==> src/rtl/enc_wr_pkg.sv <==
// Shared types for the encrypting row write controller.
// Assumes two-bit symbolic drive codes; no voltages are modelled.
package enc_wr_pkg;

    // Symbolic line drive level; the sign of a full level is carried apart.
    typedef enum logic [1:0] {
        DRV_GND   = 2'd0,
        DRV_THIRD = 2'd1,
        DRV_TWO3  = 2'd2,
        DRV_FULL  = 2'd3
    } drv_e;

    // Controller phase.
    typedef enum logic [1:0] {
        PH_IDLE  = 2'd0,
        PH_ERASE = 2'd1,
        PH_SET   = 2'd2,
        PH_DONE  = 2'd3
    } phase_e;

endpackage

==> src/rtl/enc_wr_seq.sv <==
// Request sequencer: takes a request, forms the ciphertext and steps
// through erase, set and done phases with programmable lengths.
// Assumes RST_CYC >= 1 and SET_CYC >= 1.
module enc_wr_seq
    import enc_wr_pkg::*;
#(
    parameter int ROWS    = 8,
    parameter int COLS    = 8,
    parameter int RST_CYC = 1,
    parameter int SET_CYC = 2,
    localparam int RAW    = (ROWS > 1) ? $clog2(ROWS) : 1,
    localparam int MAXC   = (RST_CYC > SET_CYC) ? RST_CYC : SET_CYC,
    localparam int CW     = $clog2(MAXC + 1)
) (
    input  logic            clk,
    input  logic            rst_n,
    input  logic            req_valid,
    input  logic [RAW-1:0]  req_row,
    input  logic [COLS-1:0] req_pt,
    input  logic [COLS-1:0] req_key,
    output logic            req_ready,
    output phase_e          phase,
    output logic [RAW-1:0]  sel_row,
    output logic [COLS-1:0] ct_row,
    output logic            done
);

    localparam logic [CW-1:0] RST_LAST = CW'(RST_CYC - 1);
    localparam logic [CW-1:0] SET_LAST = CW'(SET_CYC - 1);

    phase_e        phase_q;
    logic [CW-1:0] cnt_q;
    logic          take;

    assign take      = req_valid && (phase_q == PH_IDLE);
    assign req_ready = (phase_q == PH_IDLE);
    assign done      = (phase_q == PH_DONE);
    assign phase     = phase_q;

    // Phase and cycle counter advance.
    always_ff @(posedge clk) begin
        if (!rst_n) begin
            phase_q <= PH_IDLE;
            cnt_q   <= '0;
        end else begin
            unique case (phase_q)
                PH_IDLE: begin
                    if (take) begin
                        phase_q <= PH_ERASE;
                        cnt_q   <= '0;
                    end
                end
                PH_ERASE: begin
                    if (cnt_q == RST_LAST) begin
                        phase_q <= PH_SET;
                        cnt_q   <= '0;
                    end else begin
                        cnt_q <= cnt_q + 1'b1;
                    end
                end
                PH_SET: begin
                    if (cnt_q == SET_LAST) begin
                        phase_q <= PH_DONE;
                        cnt_q   <= '0;
                    end else begin
                        cnt_q <= cnt_q + 1'b1;
                    end
                end
                default: phase_q <= PH_IDLE;
            endcase
        end
    end

    // Latch row address and ciphertext on acceptance.
    always_ff @(posedge clk) begin
        if (!rst_n) begin
            sel_row <= '0;
            ct_row  <= '0;
        end else if (take) begin
            sel_row <= req_row;
            ct_row  <= req_pt ^ req_key;
        end
    end

endmodule

==> src/rtl/enc_wr_linedrv.sv <==
// Line driver decode: turns phase, selected row and ciphertext into
// per-line drive codes and the full-level polarity.
// Assumes the same code on a column's bitline and sourceline.
module enc_wr_linedrv
    import enc_wr_pkg::*;
#(
    parameter int ROWS  = 8,
    parameter int COLS  = 8,
    localparam int RAW  = (ROWS > 1) ? $clog2(ROWS) : 1
) (
    input  phase_e            phase,
    input  logic [RAW-1:0]    sel_row,
    input  logic [COLS-1:0]   ct_row,
    output logic [2*ROWS-1:0] wl_drv,
    output logic [2*COLS-1:0] bl_drv,
    output logic [2*COLS-1:0] sl_drv,
    output logic              wr_pos
);

    logic busy;
    assign busy   = (phase == PH_ERASE) || (phase == PH_SET);
    assign wr_pos = (phase == PH_SET);

    for (genvar r = 0; r < ROWS; r++) begin : g_wl
        // Wordline r: full on the selected row, one third elsewhere when setting.
        always_comb begin
            if (!busy)
                wl_drv[2*r +: 2] = DRV_GND;
            else if (sel_row == RAW'(r))
                wl_drv[2*r +: 2] = DRV_FULL;
            else if (wr_pos)
                wl_drv[2*r +: 2] = DRV_THIRD;
            else
                wl_drv[2*r +: 2] = DRV_GND;
        end
    end

    for (genvar c = 0; c < COLS; c++) begin : g_col
        // Column c: ground to set, two thirds to inhibit a ciphertext 1.
        always_comb begin
            if (wr_pos && ct_row[c]) begin
                bl_drv[2*c +: 2] = DRV_TWO3;
                sl_drv[2*c +: 2] = DRV_TWO3;
            end else begin
                bl_drv[2*c +: 2] = DRV_GND;
                sl_drv[2*c +: 2] = DRV_GND;
            end
        end
    end

endmodule

==> src/rtl/enc_wr_cellarray.sv <==
// Behavioural cell array: one bit per cell, 1 = high threshold.
// A cell follows a full wordline level only when its column is not
// inhibited. Reset models an erased array (all high threshold).
module enc_wr_cellarray
    import enc_wr_pkg::*;
#(
    parameter int ROWS  = 8,
    parameter int COLS  = 8,
    localparam int RAW  = (ROWS > 1) ? $clog2(ROWS) : 1
) (
    input  logic              clk,
    input  logic              rst_n,
    input  logic [2*ROWS-1:0] wl_drv,
    input  logic [2*COLS-1:0] bl_drv,
    input  logic [2*COLS-1:0] sl_drv,
    input  logic              wr_pos,
    input  logic [RAW-1:0]    rd_row,
    output logic [COLS-1:0]   rd_ct
);

    logic [COLS-1:0] cell_q [ROWS];
    logic [COLS-1:0] open_col;

    // Columns whose lines do not inhibit programming.
    always_comb begin
        for (int c = 0; c < COLS; c++)
            open_col[c] = (bl_drv[2*c +: 2] != DRV_TWO3) &&
                          (sl_drv[2*c +: 2] != DRV_TWO3);
    end

    // Cell state update from applied line levels.
    always_ff @(posedge clk) begin
        if (!rst_n) begin
            for (int r = 0; r < ROWS; r++)
                cell_q[r] <= '1;
        end else begin
            for (int r = 0; r < ROWS; r++)
                for (int c = 0; c < COLS; c++)
                    if ((wl_drv[2*r +: 2] == DRV_FULL) && open_col[c])
                        cell_q[r][c] <= !wr_pos;
        end
    end

    assign rd_ct = cell_q[rd_row];

endmodule

==> src/rtl/enc_row_writer.sv <==
// Top: encrypting row write controller with its behavioural array.
// Assumes requests are held by the source until accepted.
module enc_row_writer
    import enc_wr_pkg::*;
#(
    parameter int ROWS    = 8,
    parameter int COLS    = 8,
    parameter int RST_CYC = 1,
    parameter int SET_CYC = 2,
    localparam int RAW    = (ROWS > 1) ? $clog2(ROWS) : 1
) (
    input  logic              clk,
    input  logic              rst_n,
    input  logic              req_valid,
    output logic              req_ready,
    input  logic [RAW-1:0]    req_row,
    input  logic [COLS-1:0]   req_pt,
    input  logic [COLS-1:0]   req_key,
    output logic              done,
    output logic [2*ROWS-1:0] wl_drv,
    output logic [2*COLS-1:0] bl_drv,
    output logic [2*COLS-1:0] sl_drv,
    output logic              wr_pos,
    input  logic [RAW-1:0]    rd_row,
    output logic [COLS-1:0]   rd_ct
);

    phase_e          phase;
    logic [RAW-1:0]  sel_row;
    logic [COLS-1:0] ct_row;

    enc_wr_seq #(.ROWS(ROWS), .COLS(COLS), .RST_CYC(RST_CYC), .SET_CYC(SET_CYC)) i_seq (
        .clk       (clk),
        .rst_n     (rst_n),
        .req_valid (req_valid),
        .req_row   (req_row),
        .req_pt    (req_pt),
        .req_key   (req_key),
        .req_ready (req_ready),
        .phase     (phase),
        .sel_row   (sel_row),
        .ct_row    (ct_row),
        .done      (done)
    );

    enc_wr_linedrv #(.ROWS(ROWS), .COLS(COLS)) i_drv (
        .phase   (phase),
        .sel_row (sel_row),
        .ct_row  (ct_row),
        .wl_drv  (wl_drv),
        .bl_drv  (bl_drv),
        .sl_drv  (sl_drv),
        .wr_pos  (wr_pos)
    );

    enc_wr_cellarray #(.ROWS(ROWS), .COLS(COLS)) i_arr (
        .clk    (clk),
        .rst_n  (rst_n),
        .wl_drv (wl_drv),
        .bl_drv (bl_drv),
        .sl_drv (sl_drv),
        .wr_pos (wr_pos),
        .rd_row (rd_row),
        .rd_ct  (rd_ct)
    );

endmodule

==> config.mk <==
export PLATFORM = sky130hd
export DESIGN_NAME = enc_row_writer
export DESIGN_NICKNAME = d
export VERILOG_FILES = /design/src/rtl/enc_wr_pkg.sv /design/src/rtl/enc_wr_seq.sv /design/src/rtl/enc_wr_linedrv.sv /design/src/rtl/enc_wr_cellarray.sv /design/src/rtl/enc_row_writer.sv
export SDC_FILE = /design/constraint.sdc
export NUM_CORES = 1
export LEC_CHECK = 0
export BUFFER_PORTS_ARGS = -buffer_cell sky130_fd_sc_hd__buf_2
export CORE_UTILIZATION = 58
export CTS_BUF_LIST = sky130_fd_sc_hd__clkbuf_4
export DETAILED_ROUTE_END_ITERATION = 7
export GPL_ROUTABILITY_DRIVEN = 0
export GPL_TIMING_DRIVEN = 1
export PLACE_DENSITY_LB_ADDON = 0.3
export REMOVE_ABC_BUFFERS = 1
export SLEW_MARGIN = 20
export SYNTH_ARGS = -nofsm -noshare
export SYNTH_HDL_FRONTEND = slang
export SYNTH_HIERARCHICAL = 1
export SYNTH_SLANG_ARGS = --single-unit
==> constraint.sdc <==
create_clock -name clk -period 3 [get_ports clk]
set_clock_uncertainty 0.05 [all_clocks]
set_input_delay 0.3 -clock clk [delete_from_list [all_inputs] [get_ports clk]]
set_output_delay 0.3 -clock clk [all_outputs]
set_load 0.01 [all_outputs]
After elaboration in Yosys (flattened, before gate mapping)
Memories as Yosys holds them, arrays and structs flattened.
Index checks and enable logic that the tools add are counted.
{ "classes": {"add_sub_neg": 1, "eq_ne": 30, "muxes": 290, "n_bitwise": 65, "n_reduce_logical": 81} }
{ "ops": {"columns": ["op", "count"], "rows": [
  ["$mux W1", 258],
  ["$logic_and A1 B1 Y1", 73],
  ["$or A1 B1 Y1", 64],
  ["$mux W2", 30],
  ["$eq A2 B2 Y1 const B", 10],
  ["$ne A2 B2 Y1 const B", 10],
  ["$eq A3 B3 Y1 const B", 4],
  ["$pmux W2 S3", 2],
  ["$xor A8 B8 Y8", 1],
  ["$eq A3 B2 Y1 const B", 2],
  ["$eq A2 B1 Y1 const B", 2],
  ["$logic_not A2 Y1", 2],
  ["$eq A3 B1 Y1 const B", 1],
  ["$logic_not A3 Y1", 1],
  ["$reduce_and A3 Y1", 1],
  ["$reduce_bool A3 Y1", 1],
  ["$add A2 B1 Y2 const B", 1],
  ["$ne A2 B1 Y1 const B", 1],
  ["$reduce_and A2 Y1", 1],
  ["$logic_not A1 Y1", 1],
  ["$logic_or A1 B1 Y1", 1]
]} }
{ "totals": {"ff_bits": 15, "ram_bits": 64, "output_inout_bits": 59, "memories": 1} }
{ "mem_list": {"columns": ["name", "words", "word_bits", "read_ports", "rd_ports_with_merged_regs", "wr", "line", "rtl"], "rows": [
  ["i_arr.cell_q", 8, 8, 1, 0, 8, "enc_wr_cellarray.sv:21", "logic [COLS-1:0] cell_q [ROWS];"]
]} }

Longest topological paths before layout
{ "logic_depth": {"word_depth": 10, "depth_mapped": 8, "depth_no_buf": 6} }

Cells and area by module
The synthesis kept the hierarchy.
{ "modules_own_cells": {"columns": ["module", "n_inst", "cells_each", "area_each_um2", "seq_area_each_um2"], "rows": [
  ["enc_wr_cellarray", 1, 281, 3588.4, 1921.8],
  ["enc_wr_seq", 1, 79, 789.5, 300.3],
  ["enc_wr_linedrv", 1, 61, 429.2, 0.0]
]} }

Least setup slack after synthesis
Ideal clock, no wire load.
{ "synth_path": {"path_type": "flip-flop to flip-flop", "startpoint": "reg i_seq.phase_q[0], in the netlist i_seq/phase[0]", "endpoint": "mem i_arr.cell_q[4][0], data pin", "setup_time_ns": 0.266, "t_arrival_ns": 2.013, "slack_ns": 0.671, "stages_incl_launch_ff": 9, "synth_period_minus_slack_ns": 2.329, "path_cell_list": "dfxtp_1 inv_1 ha_1 nand2b_1 buf_2 o31ai_1 and4_1 clkbuf_1 nand3_1"} }
{ "synth_rtl": {"columns": ["item", "line", "rtl"], "rows": [
  ["from (decl)", "enc_wr_seq.sv:31", "phase_e phase_q;"],
  ["from (signal assigned)", "enc_wr_seq.sv:43", "phase_q <= PH_IDLE;"],
  ["from (signal assigned)", "enc_wr_seq.sv:49", "phase_q <= PH_ERASE;"],
  ["from (signal assigned)", "enc_wr_seq.sv:55", "phase_q <= PH_SET;"],
  ["to (decl)", "enc_wr_cellarray.sv:21", null]
]} }

==> results.md <==
- Vias in the first global route: 3,432
- Final #Nets: 486
- Die ar.: 8660 um^2
- Ys async rst share: 0%
- Arrival time at the worst endpoint: 2.71 ns
- Peak supply drop: 0.000441 V
- Initial antenna violation count: 0
- Die width: 93.0 um
- Routed Antenna Nets: 0
- CP max-delay cell: dfxtp_1
- Crit path to: i_arr/cell_q[4][2]$_SDFFCE_PN1P_
- Maximum clock insertion buffer count: 2
- Fin area: 5110 um^2
- Hold Fails Final Rpt: 0
- RSZ-0062 raised after global routing: false
- Total power: 2.87 mW
- Crit Path Max Fanout: 8
- Die height: 93.0 um
- DRC violations left: 0
- Syn-to-layout area delta: 6.35%
- Status: completed
- Setup bufs post-CTS: 0
- # IOs: 84
- Critical path endpoint category: register
- Slew Limit Fails: 0
- Vias per cell: 6.44
- CTS Root Cell: clkbuf_4
- Total Routing Usage GR: 26.7%
- CP required: 3.05 ns
- Via count: 3,600
- Final worst path period need: 2.66 ns
- Ys Warns: 6
- Static Leakage: 1.62 nW
- Pin count of the biggest net entering global routing: 59
- R2R Path End: i_arr/cell_q[4][2]$_SDFFCE_PN1P_
- Crit start category: register
- CP max stage delay: 0.43 ns
- Post-layout util: 64.8%
- Register area share after synthesis: 46.2%
- Total wire length: 11,200 um
- TNS Setup: 0 ns
- Netlist cell types: 42
- Layout fillers: 605
- Top Family by Delay on Critical Path: compound AO/OA/AOI/OAI gates
- Total gr overflow: 0
- DRT iter0 DRCs: 364
- Dpl hpwl: 7520 um
- Final setup violating endpoints: 0
- Worst-Skew Late Latency: 0.40 ns
- Netlist Area Pre-Place: 4810 um^2
- Most frequent cell on the critical path: o31ai_1
- CP Depth: 6
- #FFs+latches synth: 79
- CP Launch Point: i_seq/phase[0]$_SDFFE_PN0P_
- Core Rows: 32
- Share of layout cells above drive strength 1: 22.3%
- Post-CTS Hold Fix Bufs: 0
- Worst r2r path cells: 6
- CTS resizes: 0
- Clk sinks: 79
- R2r setup slk: 0.34 ns
- Drt wl/cell: 20.1 um
- EDFF count, synth: 64
- Hold Crit Class: input port to register
- Register clock-pin slew on the reported worst setup and hold paths: 0.12 ns
- CTS tree: done
- Port Buffer Count: 67
- Syn avg cell area: 11.4 um^2
- DP Area: 4960 um^2
- Pwr Density: 561 nW/um^2
- Cells after Synth: 421
- Worst-path cell chain: inv_1 -> ha_1 -> nand2b_1 -> o31ai_1 -> nand2_1 -> o31ai_1
- Critical path type: register to register
- Synth Flop Type: edfxtp_1
- Slew Limit Headroom: 54.1%
- Worst Tran Pin Value: 0.687 ns
- Initial Util: 60.9%
- Period utilisation layout: 88.7%
- Core Footprint: 7890 um^2
- Antenna Cells: 0
- TritonCTS buffer count: 9
- CP Buf/Inv Count: 1
- 1st-pass router iterations: 5
- RR Startpoint: i_seq/phase[0]$_SDFFE_PN0P_
- Max Cap Viol: 0
- F_max: 376 MHz
- First-pass GRT wire length: 17,300 um
- H-tree depth: 3
==> placed cells by master (no fill, tap or decap), drive strengths merged, types with 3 or more instances in the layout <==
cell type / count
ha: 9
mux4: 16
nand3: 48
xnor2: 8
nor2b: 18
inv: 5
and2: 9
o21ai: 6
conb: 16
mux2: 8
nor2: 6
and4: 6
nor3: 3
buf: 68
o211a: 8
nand2b: 21
a21boi: 3
dfxtp: 15
o31ai: 66
edfxtp: 64
clkbuf: 11
nand2: 27
clkinv: 3
==> worst min path at each step <==
stage | cells after the start | slack (ns) | to | from
2_1_floorplan | 1 | 0.38 | i_seq/ct_row[0]$_SDFFE_PN0P_ | rst_n
6_report | 3 | 0.08 | i_seq/sel_row[1]$_SDFFE_PN0P_ | req_row[1]
3_5_place_dp | 2 | 0.42 | i_seq/sel_row[2]$_SDFFE_PN0P_ | i_seq/sel_row[2]$_SDFFE_PN0P_
4_1_cts | 3 | 0.06 | i_seq/sel_row[0]$_SDFFE_PN0P_ | req_row[0]
5_1_grt | 3 | 0.08 | i_seq/sel_row[1]$_SDFFE_PN0P_ | req_row[1]
3_3_place_gp | 2 | 0.41 | i_seq/sel_row[2]$_SDFFE_PN0P_ | i_seq/sel_row[2]$_SDFFE_PN0P_
==> flip-flops by register name, summed over array words and instances (netlist names) <==
name / flops
i_seq/ct_row: 8
i_seq/cnt_q: 2
i_arr/cell_q: 64
i_seq/sel_row: 3
i_seq/phase: 2
==> cells by family (layout without fill, tap and decap cells) <==
kind of cell	Yosys count	in the layout	synth area share [%]
adder cells (fa/ha/maj)	9	9	2.34
AND/OR/NAND/NOR	140	140	16.1
buffers and inverters	68	89	8.22
XOR/XNOR	8	8	1.46
flip-flops	79	79	46.2
multiplexers	25	25	10.7
other	1	16	0.0780
AO/OA/AOI/OAI	91	91	14.8
==> worst register-to-register path, delay by kind of cell, from the launching register on <==
| kind | cells | cell delay (ns) |
|---|---|---|
| AO/OA/AOI/OAI | 2 | 0.80 |
| adder cells (fa/ha/maj) | 1 | 0.33 |
| buffers and inverters | 1 | 0.09 |
| flip-flops | 1 | 0.43 |
| AND/OR/NAND/NOR | 2 | 0.67 |
==> routing by layer <==
metal	vias to the layer above	global-route usage, %	routed length [um]
li1	1637	-	-
met1	1697	34.6	4390
met2	235	43.6	5280
met3	31	5.04	1220
met4	0	12.1	334
met5	-	0	0
==> stage by stage <==
step	hold WS, ns	setup WS, ns	std cells
6_report	0.0786	0.340	559
5_1_grt	0.0845	0.175	559
4_1_cts	0.0637	0.393	559
3_5_place_dp	0.419	0.404	543
3_3_place_gp	0.407	0.525	543
2_1_floorplan	0.383	0.709	373
==> cell usage after synthesis, drive strengths merged (3+ instances only) <==
master | instances | share of area, %
o31ai | 66 | 11
edfxtp | 64 | 40
nand3 | 48 | 5.0
buf | 37 | 5.8
nand2 | 27 | 2.2
clkbuf | 26 | 2.0
nand2b | 21 | 2.9
nor2b | 18 | 2.4
mux4 | 16 | 8.7
dfxtp | 15 | 6.2
and2 | 9 | 1.2
ha | 9 | 2.3
mux2 | 8 | 1.9
o211a | 8 | 1.7
xnor2 | 8 | 1.5
and4 | 6 | 1.1
nor2 | 6 | 0.47
o21ai | 6 | 0.62
inv | 5 | 0.39
a21boi | 3 | 0.47
nor3 | 3 | 0.52
==> report_power, final <==
group          total, mW  switching, mW  internal, mW
sequential          1.33         0.0557          1.28
clock              0.701          0.350         0.351
combinational      0.833          0.523         0.311
total               2.87          0.929          1.94
==> layout make-up <==
cell class                      count  area (um^2)  share of cell area [%]
Timing Repair Buffer               68          343                    6.71
Multi-Input combinational cell    289         2250                    43.9
Inverter                            5         18.8                   0.367
Clock inverter                      5         72.6                    1.42
Tap cell                          102          128                    2.50
Sequential cell                    79         2220                    43.5
Clock buffer                       11         82.6                    1.62
No activity file was read; power rests on OpenSTA's default activity.
